[src/rtl/pirq_pkg.sv]
package pirq_pkg;
  localparam int DATA_W = 32;
  localparam int ADDR_W = 3;

  typedef enum logic [ADDR_W-1:0] {
    RA_CTRL = 3'd0,
    RA_MASK = 3'd1,
    RA_ACK  = 3'd2,
    RA_EOI  = 3'd3,
    RA_RUN  = 3'd4
  } reg_addr_e;
endpackage

[src/rtl/pirq_select.sv]
// Picks the more urgent of the distributor and local candidates.
module pirq_select #(
  parameter int ID_W   = 10,
  parameter int PRIO_W = 8
) (
  input  logic              a_valid,
  input  logic [ID_W-1:0]   a_id,
  input  logic [PRIO_W-1:0] a_prio,
  input  logic              b_valid,
  input  logic [ID_W-1:0]   b_id,
  input  logic [PRIO_W-1:0] b_prio,
  output logic              win_valid,
  output logic [ID_W-1:0]   win_id,
  output logic [PRIO_W-1:0] win_prio,
  output logic              win_is_b
);
  always_comb begin
    win_is_b  = b_valid && (!a_valid || (b_prio <= a_prio));
    win_valid = a_valid || b_valid;
    win_id    = win_is_b ? b_id : a_id;
    win_prio  = win_is_b ? b_prio : a_prio;
  end
endmodule

[src/rtl/pirq_nest_stack.sv]
// Holds claimed IDs with the running priority that preceded each claim.
module pirq_nest_stack #(
  parameter int ID_W   = 10,
  parameter int PRIO_W = 8,
  parameter int DEPTH  = 4
) (
  input  logic              clk,
  input  logic              rst_n,
  input  logic              push,
  input  logic [ID_W-1:0]   push_id,
  input  logic [PRIO_W-1:0] push_prio,
  input  logic              pop,
  output logic [PRIO_W-1:0] run_prio,
  output logic [ID_W-1:0]   top_id,
  output logic              full,
  output logic              empty
);
  localparam int CNT_W = $clog2(DEPTH + 1);
  localparam int IDX_W = $clog2(DEPTH);
  localparam logic [PRIO_W-1:0] IDLE_PRIO = '1;

  logic [CNT_W-1:0]  cnt_q, cnt_d;
  logic [PRIO_W-1:0] run_q, run_d;
  logic [ID_W-1:0]   id_w   [DEPTH];
  logic [PRIO_W-1:0] prev_w [DEPTH];
  logic [IDX_W-1:0]  top_idx;

  assign empty   = (cnt_q == '0);
  assign full    = (cnt_q == CNT_W'(DEPTH));
  assign top_idx = IDX_W'(cnt_q - CNT_W'(1));
  assign top_id  = empty ? '0 : id_w[top_idx];
  assign run_prio = run_q;

  always_comb begin
    cnt_d = cnt_q;
    run_d = run_q;
    if (push && !full) begin
      cnt_d = cnt_q + CNT_W'(1);
      run_d = push_prio;
    end else if (pop && !empty) begin
      cnt_d = cnt_q - CNT_W'(1);
      run_d = prev_w[top_idx];
    end
  end

  always_ff @(posedge clk or negedge rst_n) begin
    if (!rst_n) begin
      cnt_q <= '0;
      run_q <= IDLE_PRIO;
    end else begin
      cnt_q <= cnt_d;
      run_q <= run_d;
    end
  end

  for (genvar g = 0; g < DEPTH; g++) begin : g_ent
    logic [ID_W-1:0]   id_r;
    logic [PRIO_W-1:0] prev_r;
    logic              wr_en;
    assign wr_en = push && (cnt_q == CNT_W'(g));
    always_ff @(posedge clk or negedge rst_n) begin
      if (!rst_n) begin
        id_r   <= '0;
        prev_r <= IDLE_PRIO;
      end else if (wr_en) begin
        id_r   <= push_id;
        prev_r <= run_q;
      end
    end
    assign id_w[g]   = id_r;
    assign prev_w[g] = prev_r;
  end
endmodule

[src/rtl/pcpu_irq_if.sv]
// Per-CPU interrupt interface: qualification, claim, completion.
module pcpu_irq_if
  import pirq_pkg::*;
#(
  parameter int ID_W   = 10,
  parameter int PRIO_W = 8,
  parameter int DEPTH  = 4
) (
  input  logic              clk,
  input  logic              rst_n,
  input  logic              dist_valid,
  input  logic [ID_W-1:0]   dist_id,
  input  logic [PRIO_W-1:0] dist_prio,
  input  logic              loc_valid,
  input  logic [ID_W-1:0]   loc_id,
  input  logic [PRIO_W-1:0] loc_prio,
  input  logic              bus_sel,
  input  logic              bus_wr,
  input  logic [ADDR_W-1:0] bus_addr,
  input  logic [DATA_W-1:0] bus_wdata,
  output logic [DATA_W-1:0] bus_rdata,
  output logic              irq_o,
  output logic              dist_take,
  output logic              loc_take,
  output logic [ID_W-1:0]   take_id
);
  localparam logic [ID_W-1:0] SPUR_ID = '1;

  // reset: asserted at once, released through two flops
  logic [1:0] rs_q;
  logic       rst_sync_n;
  always_ff @(posedge clk or negedge rst_n) begin
    if (!rst_n) rs_q <= 2'b00;
    else        rs_q <= {rs_q[0], 1'b1};
  end
  assign rst_sync_n = rs_q[1];

  logic              ctrl_en, ctrl_d, ctrl_we;
  logic [PRIO_W-1:0] mask_q, mask_d;
  logic              mask_we;
  logic              irq_q, irq_d;

  logic              win_valid, win_is_b;
  logic [ID_W-1:0]   win_id;
  logic [PRIO_W-1:0] win_prio;
  logic [PRIO_W-1:0] run_prio;
  logic [ID_W-1:0]   top_id;
  logic              stack_full, stack_empty;

  logic rd_cyc, wr_cyc, ack_rd, eoi_wr, qual, ack_fire, pop_ok;
  logic unused_wdata;

  pirq_select #(.ID_W(ID_W), .PRIO_W(PRIO_W)) u_sel (
    .a_valid  (dist_valid),
    .a_id     (dist_id),
    .a_prio   (dist_prio),
    .b_valid  (loc_valid),
    .b_id     (loc_id),
    .b_prio   (loc_prio),
    .win_valid(win_valid),
    .win_id   (win_id),
    .win_prio (win_prio),
    .win_is_b (win_is_b)
  );

  pirq_nest_stack #(.ID_W(ID_W), .PRIO_W(PRIO_W), .DEPTH(DEPTH)) u_stk (
    .clk      (clk),
    .rst_n    (rst_sync_n),
    .push     (ack_fire),
    .push_id  (win_id),
    .push_prio(win_prio),
    .pop      (pop_ok),
    .run_prio (run_prio),
    .top_id   (top_id),
    .full     (stack_full),
    .empty    (stack_empty)
  );

  // decode and qualification
  always_comb begin
    rd_cyc   = bus_sel && !bus_wr;
    wr_cyc   = bus_sel && bus_wr;
    ack_rd   = rd_cyc && (bus_addr == RA_ACK);
    eoi_wr   = wr_cyc && (bus_addr == RA_EOI);
    qual     = ctrl_en && win_valid && (win_prio < mask_q) &&
               (win_prio < run_prio) && !stack_full;
    ack_fire = ack_rd && qual;
    pop_ok   = eoi_wr && !stack_empty && (bus_wdata[ID_W-1:0] == top_id);
    ctrl_we  = wr_cyc && (bus_addr == RA_CTRL);
    mask_we  = wr_cyc && (bus_addr == RA_MASK);
    ctrl_d   = bus_wdata[0];
    mask_d   = bus_wdata[PRIO_W-1:0];
    irq_d    = qual && !ack_fire;
  end

  assign unused_wdata = ^bus_wdata[DATA_W-1:ID_W];

  always_ff @(posedge clk or negedge rst_sync_n) begin
    if (!rst_sync_n) begin
      ctrl_en <= 1'b0;
      mask_q  <= '0;
      irq_q   <= 1'b0;
    end else begin
      if (ctrl_we) ctrl_en <= ctrl_d;
      if (mask_we) mask_q  <= mask_d;
      irq_q <= irq_d;
    end
  end

  always_comb begin
    bus_rdata = '0;
    if (rd_cyc) begin
      case (bus_addr)
        RA_CTRL: bus_rdata = {{(DATA_W-1){1'b0}}, ctrl_en};
        RA_MASK: bus_rdata = {{(DATA_W-PRIO_W){1'b0}}, mask_q};
        RA_ACK:  bus_rdata = {{(DATA_W-ID_W){1'b0}}, (ack_fire ? win_id : SPUR_ID)};
        RA_RUN:  bus_rdata = {{(DATA_W-PRIO_W){1'b0}}, run_prio};
        default: bus_rdata = '0;
      endcase
    end
  end

  assign irq_o     = irq_q;
  assign dist_take = ack_fire && !win_is_b;
  assign loc_take  = ack_fire && win_is_b;
  assign take_id   = ack_fire ? win_id : '0;
endmodule

[config.mk]
export PLATFORM = sky130hd
export DESIGN_NAME = pcpu_irq_if
export DESIGN_NICKNAME = d
export VERILOG_FILES = /design/src/rtl/pirq_pkg.sv /design/src/rtl/pirq_select.sv /design/src/rtl/pirq_nest_stack.sv /design/src/rtl/pcpu_irq_if.sv
export SDC_FILE = /design/constraint.sdc
export NUM_CORES = 1
export LEC_CHECK = 0
export BUFFER_PORTS_ARGS = -buffer_cell sky130_fd_sc_hd__clkbuf_2
export CORE_MARGIN = 2
export CORE_UTILIZATION = 50
export CTS_CLUSTER_SIZE = 30
export DETAILED_ROUTE_END_ITERATION = 8
export PLACE_DENSITY_LB_ADDON = 0.12
export SKIP_CTS_REPAIR_TIMING = 1
export SKIP_LAST_GASP = 1
export SYNTH_ARGS = -nofsm -noshare
export SYNTH_HDL_FRONTEND = slang
export SYNTH_SLANG_ARGS = --single-unit
[constraint.sdc]
create_clock -name clk -period 3.7 [get_ports clk]
set_input_delay 0.185 -clock clk [delete_from_list [all_inputs] [get_ports clk]]
set_output_delay 0.185 -clock clk [all_outputs]
set_load 0.02 [all_outputs]
==> metrics.csv, run 1 <==
stage;metric;value;unit
synth;Post-synth ARST share;1.00;
layout;Non-Filler Instances;762;
clock_tree;CTS root buffer;clkbuf_16;
routing;DRT Pass-1 Iters;5;
clock_tree;Clock Latency Late Sink;350;ps
floorplan;die area;0.0129;mm²
layout;ANT cells;0;
synth;Synth Warn #;0;
synth;top cell type's share of synthesized area;0.230;
routing;WL per Instance;20.8;µm
floorplan;FP Rows;39;
synth;#FFs+latches synth;95;
clock_tree;Clock Path Buffers;2;
worst_setup_path;signal arrival time at the worst endpoint;3570;ps
synth;cell area after synthesis;0.00599;mm²
synth;top cells by area, synth;dfrtp_1 (23%), dfstp_2 (18%), mux2_2 (15%), mux4_2 (6.8%), ha_1 (5.9%);
floorplan;Initial Utilization;0.518;
floorplan;Chip Width;113;µm
timing;Slew @ Worst Pin;880;ps
worst_setup_path;CP max-delay cell;mux2_4;
timing;RSZ-0062 raised after global routing;true;
synth;EDFF count, synth;0;
layout;final instance area;0.00776;mm²
worst_setup_path;CP max FO;5;
floorplan;Die Y;113;µm
floorplan;IO Pins;122;
global_route;grt total ovfl;0;
routing;vias per cell;6.02;
worst_setup_path;reg2reg setup slack;330;ps
worst_setup_path;CP cell instances;buf_8 > inv_6 > ha_4 > nor2b_4 > o211ai_1 > a211oi_2 > nor3_4 > buf_4 > mux2_4 > ha_4 > nand4_1 > a21oi_2 > nor3_1 > nand4_1 > buf_6 > a31o_4 > nor4_2 > o22ai_1 > buf_4;
layout;most common cell after layout, fill and taps aside;mux2_2;
place;IO Port Bufs;77;
power;P per Cell Area;370;mW/mm²
status;outcome;complete, but fails checks;
global_route;initial antenna violation count;0;
layout;commonest cells after routing, fill and taps aside;mux2_2 (76), dfrtp_1 (54), clkbuf_2 (53), buf_4 (47), dfstp_2 (40);
timing;max_slew headroom;0.414;
power;Worst VDD drop;0.189;mV
routing;via count;4589;
synth;count of cell types in the netlist;58;
global_route;global-route wire length before repair;24200;µm
global_route;vias in the first global route;4643;
synth;sequential element share of the synthesized area;0.405;
timing;Final Hold Fails;0;
routing;Post-route DRC;0;
layout;share of cells above drive strength 1;0.582;
worst_setup_path;Crit path largest cell delay;350;ps
clock_tree;CTS sink cnt;95;
clock_tree;CTS Buf Count;9;
routing;DRT Wirelength;15800;µm
routing;drt initial violations;214;
worst_setup_path;Setup CP Type;primary input to primary output;
hold_path;Worst Hold Class;primary input to register;
timing;worst setup margin;-51.0;ps
synth;Most used DFF post-synth;dfrtp_1;
clock_tree;CTS tree;done;
timing;Pins Over Slew Limit;0;
worst_setup_path;startpoint type of the worst setup path;primary input;
layout;fin util;0.671;
place;RD Place Congestion;0.933;
place;Inst Count DP;733;
layout;fillers;879;
clock_tree;H-tree depth;3;
timing;Peak Freq;267;MHz
routing;Antenna Nets Post-Route;0;
timing;minimum clock period;3750;ps
floorplan;core area;0.0116;mm²
place;pre-CTS setup slack;-123;ps
synth;Cells after Synth;497;
global_route;gr usage total;0.246;
timing;TNS Setup;-123;ps
timing;clk_skew;7.16;ps
clock_tree;Reg clk slew, reported paths;60;ps
layout;Syn-to-layout area delta;29.6;%
power;P_leak;3.55;nW
worst_setup_path;Required @ worst endpoint;3510;ps
synth;cell taking the most area after synthesis;dfrtp_1;
status;failing checks;negative setup slack;
worst_setup_path;CP Capture Type;primary output;
layout;# nets final;719;
timing;fraction of the cycle the final worst path needs;1.01;
job;number of max-cap violations;0;
place;Placed Area;0.00689;mm²
global_route;largest net degree at the start of global routing;69;
timing;Final setup viols;7;
synth;Mean Syn Cell Area;12.0;µm²
place;Detailed Place HPWL;11100;µm
power breakdown:
group	leakage, nW	internal [mW]	total (mW)	switching, mW
Combinational	2.27	0.353	0.794	0.441
Clock	0.130	0.470	0.863	0.393
Sequential	1.15	1.12	1.21	0.0967
Total	3.55	1.94	2.87	0.931
state kept, by name, indices dropped and copies added, names as in the netlist:
name / cells
u_stk.cnt_q: 3
mask_q: 8
irq_o: 1
u_stk.run_prio: 8
ctrl_en: 1
u_stk.g_ent.prev_r: 32
rs_q: 2
u_stk.g_ent.id_r: 40
synth_stat cells, types with 2 or more instances:
cell	n
mux2_2	82
dfrtp_1	55
dfstp_2	40
inv_1	31
ha_1	28
nand4_1	25
buf_4	24
mux4_2	18
nor2b_1	16
clkbuf_1	13
nand2_1	13
a21oi_1	11
nor2_1	11
a22oi_1	10
mux2_4	10
o211ai_1	9
nand3_1	8
nor4_1	8
o22ai_1	8
o21ai_0	6
mux2_1	5
nor3_1	5
xnor2_1	5
buf_2	4
mux2i_1	4
nand4_4	4
buf_6	3
nand2b_1	3
a21o_1	2
a221oi_1	2
a31o_2	2
a31oi_1	2
a41oi_1	2
and4b_1	2
conb_1	2
o31ai_1	2
critical path: cells and delay by family:
family / cells / cell delay, ps
fa+ha+maj: 2 / 460
simple gates: 6 / 1100
compound gates: 5 / 780
mux: 1 / 350
buf+inv: 5 / 670
kinds of logic (layout without fill, tap and decap cells):
logic type | after synthesis | count (layout) | synth area share
adder cells (fa/ha/maj) | 28 | 28 | 0.0585
other | 2 | 23 | 0.00125
AND/OR/NAND/NOR | 103 | 103 | 0.112
XOR/XNOR | 6 | 6 | 0.00878
flip-flops | 95 | 95 | 0.405
multiplexers | 119 | 119 | 0.263
AO/OA/AOI/OAI | 68 | 69 | 0.0838
buffers and inverters | 76 | 176 | 0.0673
area by class of cell:
type | instances | area (µm²) | area share
multi-input cells | 348 | 3750 | 0.483
flip-flops and latches | 95 | 2430 | 0.313
well taps | 143 | 179 | 0.0230
clock inverters | 4 | 21.3 | 0.00274
repair buffers | 129 | 1010 | 0.130
clock buffers | 12 | 246 | 0.0317
inverters | 31 | 121 | 0.0156
per-stage QoR:
stage / hold WS [ps] / total power, mW
floorplan: -111 / 1.69
global route: 128 / 3.00
CTS: -402 / 2.76
finish: 125 / 2.87
global placement: -28.5 / 1.88
detailed placement: -27.9 / 1.90
worst paths after layout:
path	startpoint	endpoint	cells after the start
worst max-delay path	dist_prio[1]	bus_rdata[7]	19
worst min-delay path	bus_wdata[7]	mask_q[7]$_DFFE_PN0P_	2
worst max register to register	u_stk.cnt_q[1]$_DFFE_PN0P_	u_stk.cnt_q[0]$_DFFE_PN0P_	10
worst min register to register	rs_q[0]$_DFF_PN0_	rs_q[1]$_DFF_PN0_	0
max in group asynchronous	rs_q[1]$_DFF_PN0_	u_stk.g_ent[0].prev_r[6]$_DFFE_PN1P_	1
min in group asynchronous	rst_n	rs_q[1]$_DFF_PN0_	2
metal layers:
layer,routed length [µm],track usage
met3,872,0.0372
met4,338,0.0935
met5,0,0
met1,7140,0.345
met2,7470,0.391
Power figures use the tool's default switching activity.
==> inputs of run 2 (changes only) <==
CELL_PAD_IN_SITES_DETAIL_PLACEMENT = 2   (was not set)
CELL_PAD_IN_SITES_GLOBAL_PLACEMENT = 2   (was not set)
CORE_UTILIZATION = 33   (was 50)
==> run 2 against run 1 <==
The flow still finishes with violations (negative setup slack); first-iteration DRC count shrank 19%; global-route usage shrank 4.1 points; clock-buffer cell count shrank 1; cell area grew 3.6%.
==> metrics.csv, run 2 (same netlist as run 1, synthesis figures left out) <==
stage;metric;value;unit
timing;minimum clock period;3740;ps
worst_setup_path;Worst Path Buf+Inv;7;
clock_tree;Reg clk slew, reported paths;70;ps
status;outcome;complete, but fails checks;
worst_setup_path;startpoint type of the worst setup path;primary input;
routing;WL per Instance;23.4;µm
routing;vias per cell;5.39;
power;Worst VDD drop;0.222;mV
timing;fraction of the cycle the final worst path needs;1.01;
timing;Peak Freq;267;MHz
worst_setup_path;Crit path largest cell delay;350;ps
global_route;largest net degree at the start of global routing;83;
worst_setup_path;Required @ worst endpoint;3510;ps
job;number of max-cap violations;0;
timing;RSZ-0062 raised after global routing;true;
routing;via count;4604;
place;Inst Count DP;824;
timing;Slew @ Worst Pin;1120;ps
power;P per Cell Area;376;mW/mm²
timing;max_slew headroom;0.253;
layout;share of cells above drive strength 1;0.598;
global_route;global-route wire length before repair;30300;µm
worst_setup_path;Setup crit start;dist_prio[6];
global_route;grt total ovfl;0;
worst_setup_path;cell depth of the worst flop-to-flop path;12;
hold_path;hold_sp;bus_wdata[7];
clock_tree;H-tree depth;3;
worst_setup_path;RR Startpoint;u_stk.cnt_q[1]$_DFFE_PN0P_;
clock_tree;Clock Path Buffers;2;
floorplan;die area;0.0192;mm²
power;P_leak;3.61;nW
floorplan;FP Rows;49;
routing;Antenna Nets Post-Route;0;
clock_tree;CTS sink cnt;95;
worst_setup_path;reg2reg setup slack;400;ps
worst_setup_path;signal arrival time at the worst endpoint;3550;ps
routing;DRT Wirelength;20000;µm
layout;top flop regs;u_stk.g_ent.id_r: 40 flops, u_stk.g_ent.prev_r: 32 flops;
hold_path;Worst Hold Class;primary input to register;
layout;commonest cells after routing, fill and taps aside;mux2_2 (76), dfrtp_1 (54), clkbuf_2 (50), buf_4 (50), dfstp_2 (40);
worst_setup_path;Top delay family on crit path;buffers and inverters;
layout;# nets final;725;
floorplan;IO Pins;122;
timing;worst setup margin;-39.2;ps
hold_path;WHS Path Cells;2;
global_route;gr usage total;0.205;
global_route;initial antenna violation count;0;
floorplan;Chip Width;139;µm
routing;drt initial violations;173;
worst_setup_path;CP Capture Type;primary output;
clock_tree;Clock Latency Late Sink;360;ps
floorplan;Die Y;139;µm
layout;ANT cells;0;
place;IO Port Bufs;77;
timing;clk_skew;13.8;ps
worst_setup_path;r2r endpoint;u_stk.cnt_q[0]$_DFFE_PN0P_;
layout;most common cell after layout, fill and taps aside;mux2_2;
layout;Syn-to-layout area delta;34.3;%
status;failing checks;negative setup slack;
layout;Largest register FFs;40;
place;RD Place Congestion;0.836;
clock_tree;CTS tree;done;
place;Detailed Place HPWL;14000;µm
worst_setup_path;CP max FO;7;
timing;Pins Over Slew Limit;0;
timing;Final setup viols;4;
timing;Final Hold Fails;0;
routing;Post-route DRC;0;
layout;fin util;0.449;
floorplan;Initial Utilization;0.334;
worst_setup_path;CP cell instances;clkbuf_2 > inv_2 > ha_4 > nand4_1 > o21ai_1 > a21oi_2 > nor3_4 > buf_12 > mux2_4 > ha_4 > nand4_1 > buf_4 > a21oi_2 > nand2_2 > a31oi_4 > buf_8 > buf_12 > nor4_4 > o22ai_2 > buf_6;
clock_tree;CTS root buffer;clkbuf_16;
layout;Largest Register;u_stk.g_ent.id_r;
routing;DRT Pass-1 Iters;4;
layout;fillers;1794;
power;final total power;3.03;mW
layout;Non-Filler Instances;854;
hold_path;WHS Endpoint;mask_q[7]$_DFFE_PN0P_;
worst_setup_path;CP max-delay cell;mux2_4;
global_route;vias in the first global route;5123;
floorplan;core area;0.0179;mm²
worst_setup_path;Setup CP Type;primary input to primary output;
clock_tree;CTS Buf Count;9;
==> run 2: how the worst max path moves through the flow <==
stage | slack, ps | cells past startpoint | to
floorplan | -7 | 17 | u_stk.g_ent[2].id_r[6]$_DFFE_PN0P_
global placement | -240 | 18 | bus_rdata[4]
detailed placement | -280 | 18 | bus_rdata[4]
CTS | -300 | 18 | bus_rdata[4]
global route | -240 | 19 | bus_rdata[0]
finish | -40 | 20 | bus_rdata[1]
==> run 2: per-stage QoR <==
step                hold WS [ps]  TNS, ps  area [µm²]  setup slack [ps]
finish                       113    -58.6        8040             -39.2
global route                 122    -3730        8040              -235
CTS                         -414    -4300        7360              -298
detailed placement         -27.6   -17420        7060              -282
global placement           -28.3   -11990        7060              -237
floorplan                   -111    -22.0        6240             -7.09
==> run 2: area by class of cell <==
class | count | area, µm² | area share
clock buffer | 11 | 243 | 0.0302
clock inverter | 5 | 56.3 | 0.00700
inverter | 31 | 121 | 0.0151
multi-input combinational | 348 | 3780 | 0.471
sequential | 95 | 2430 | 0.302
tap | 229 | 287 | 0.0356
timing repair buffer | 135 | 1120 | 0.139
==> run 2: metal layers <==
layer  global-route usage  up-vias  wire length, µm
met4               0.0558        0              365
met2                0.343      114             9940
met1                0.274     2396             8780
li1                     -     2073                -
met3               0.0397       21              900
met5                    0        -                0
==> run 2: power by group <==
part | switching (mW) | total [mW] | internal (mW)
Combinational | 0.477 | 0.847 | 0.371
Sequential | 0.105 | 1.22 | 1.11
Clock | 0.417 | 0.960 | 0.543
Total | 0.999 | 3.03 | 2.03
==> run 2: worst reg2reg max path: stages, from the launching register on <==
cell and delay (ps):
dfrtp_1 430, inv_1 110, ha_1 500, buf_4 390, mux4_2 410, a221oi_1 310, o21bai_1 140, a22oi_2 210
buf_4 210, nand3_2 140, o31ai_4 110, buf_12 170, xnor2_1 110
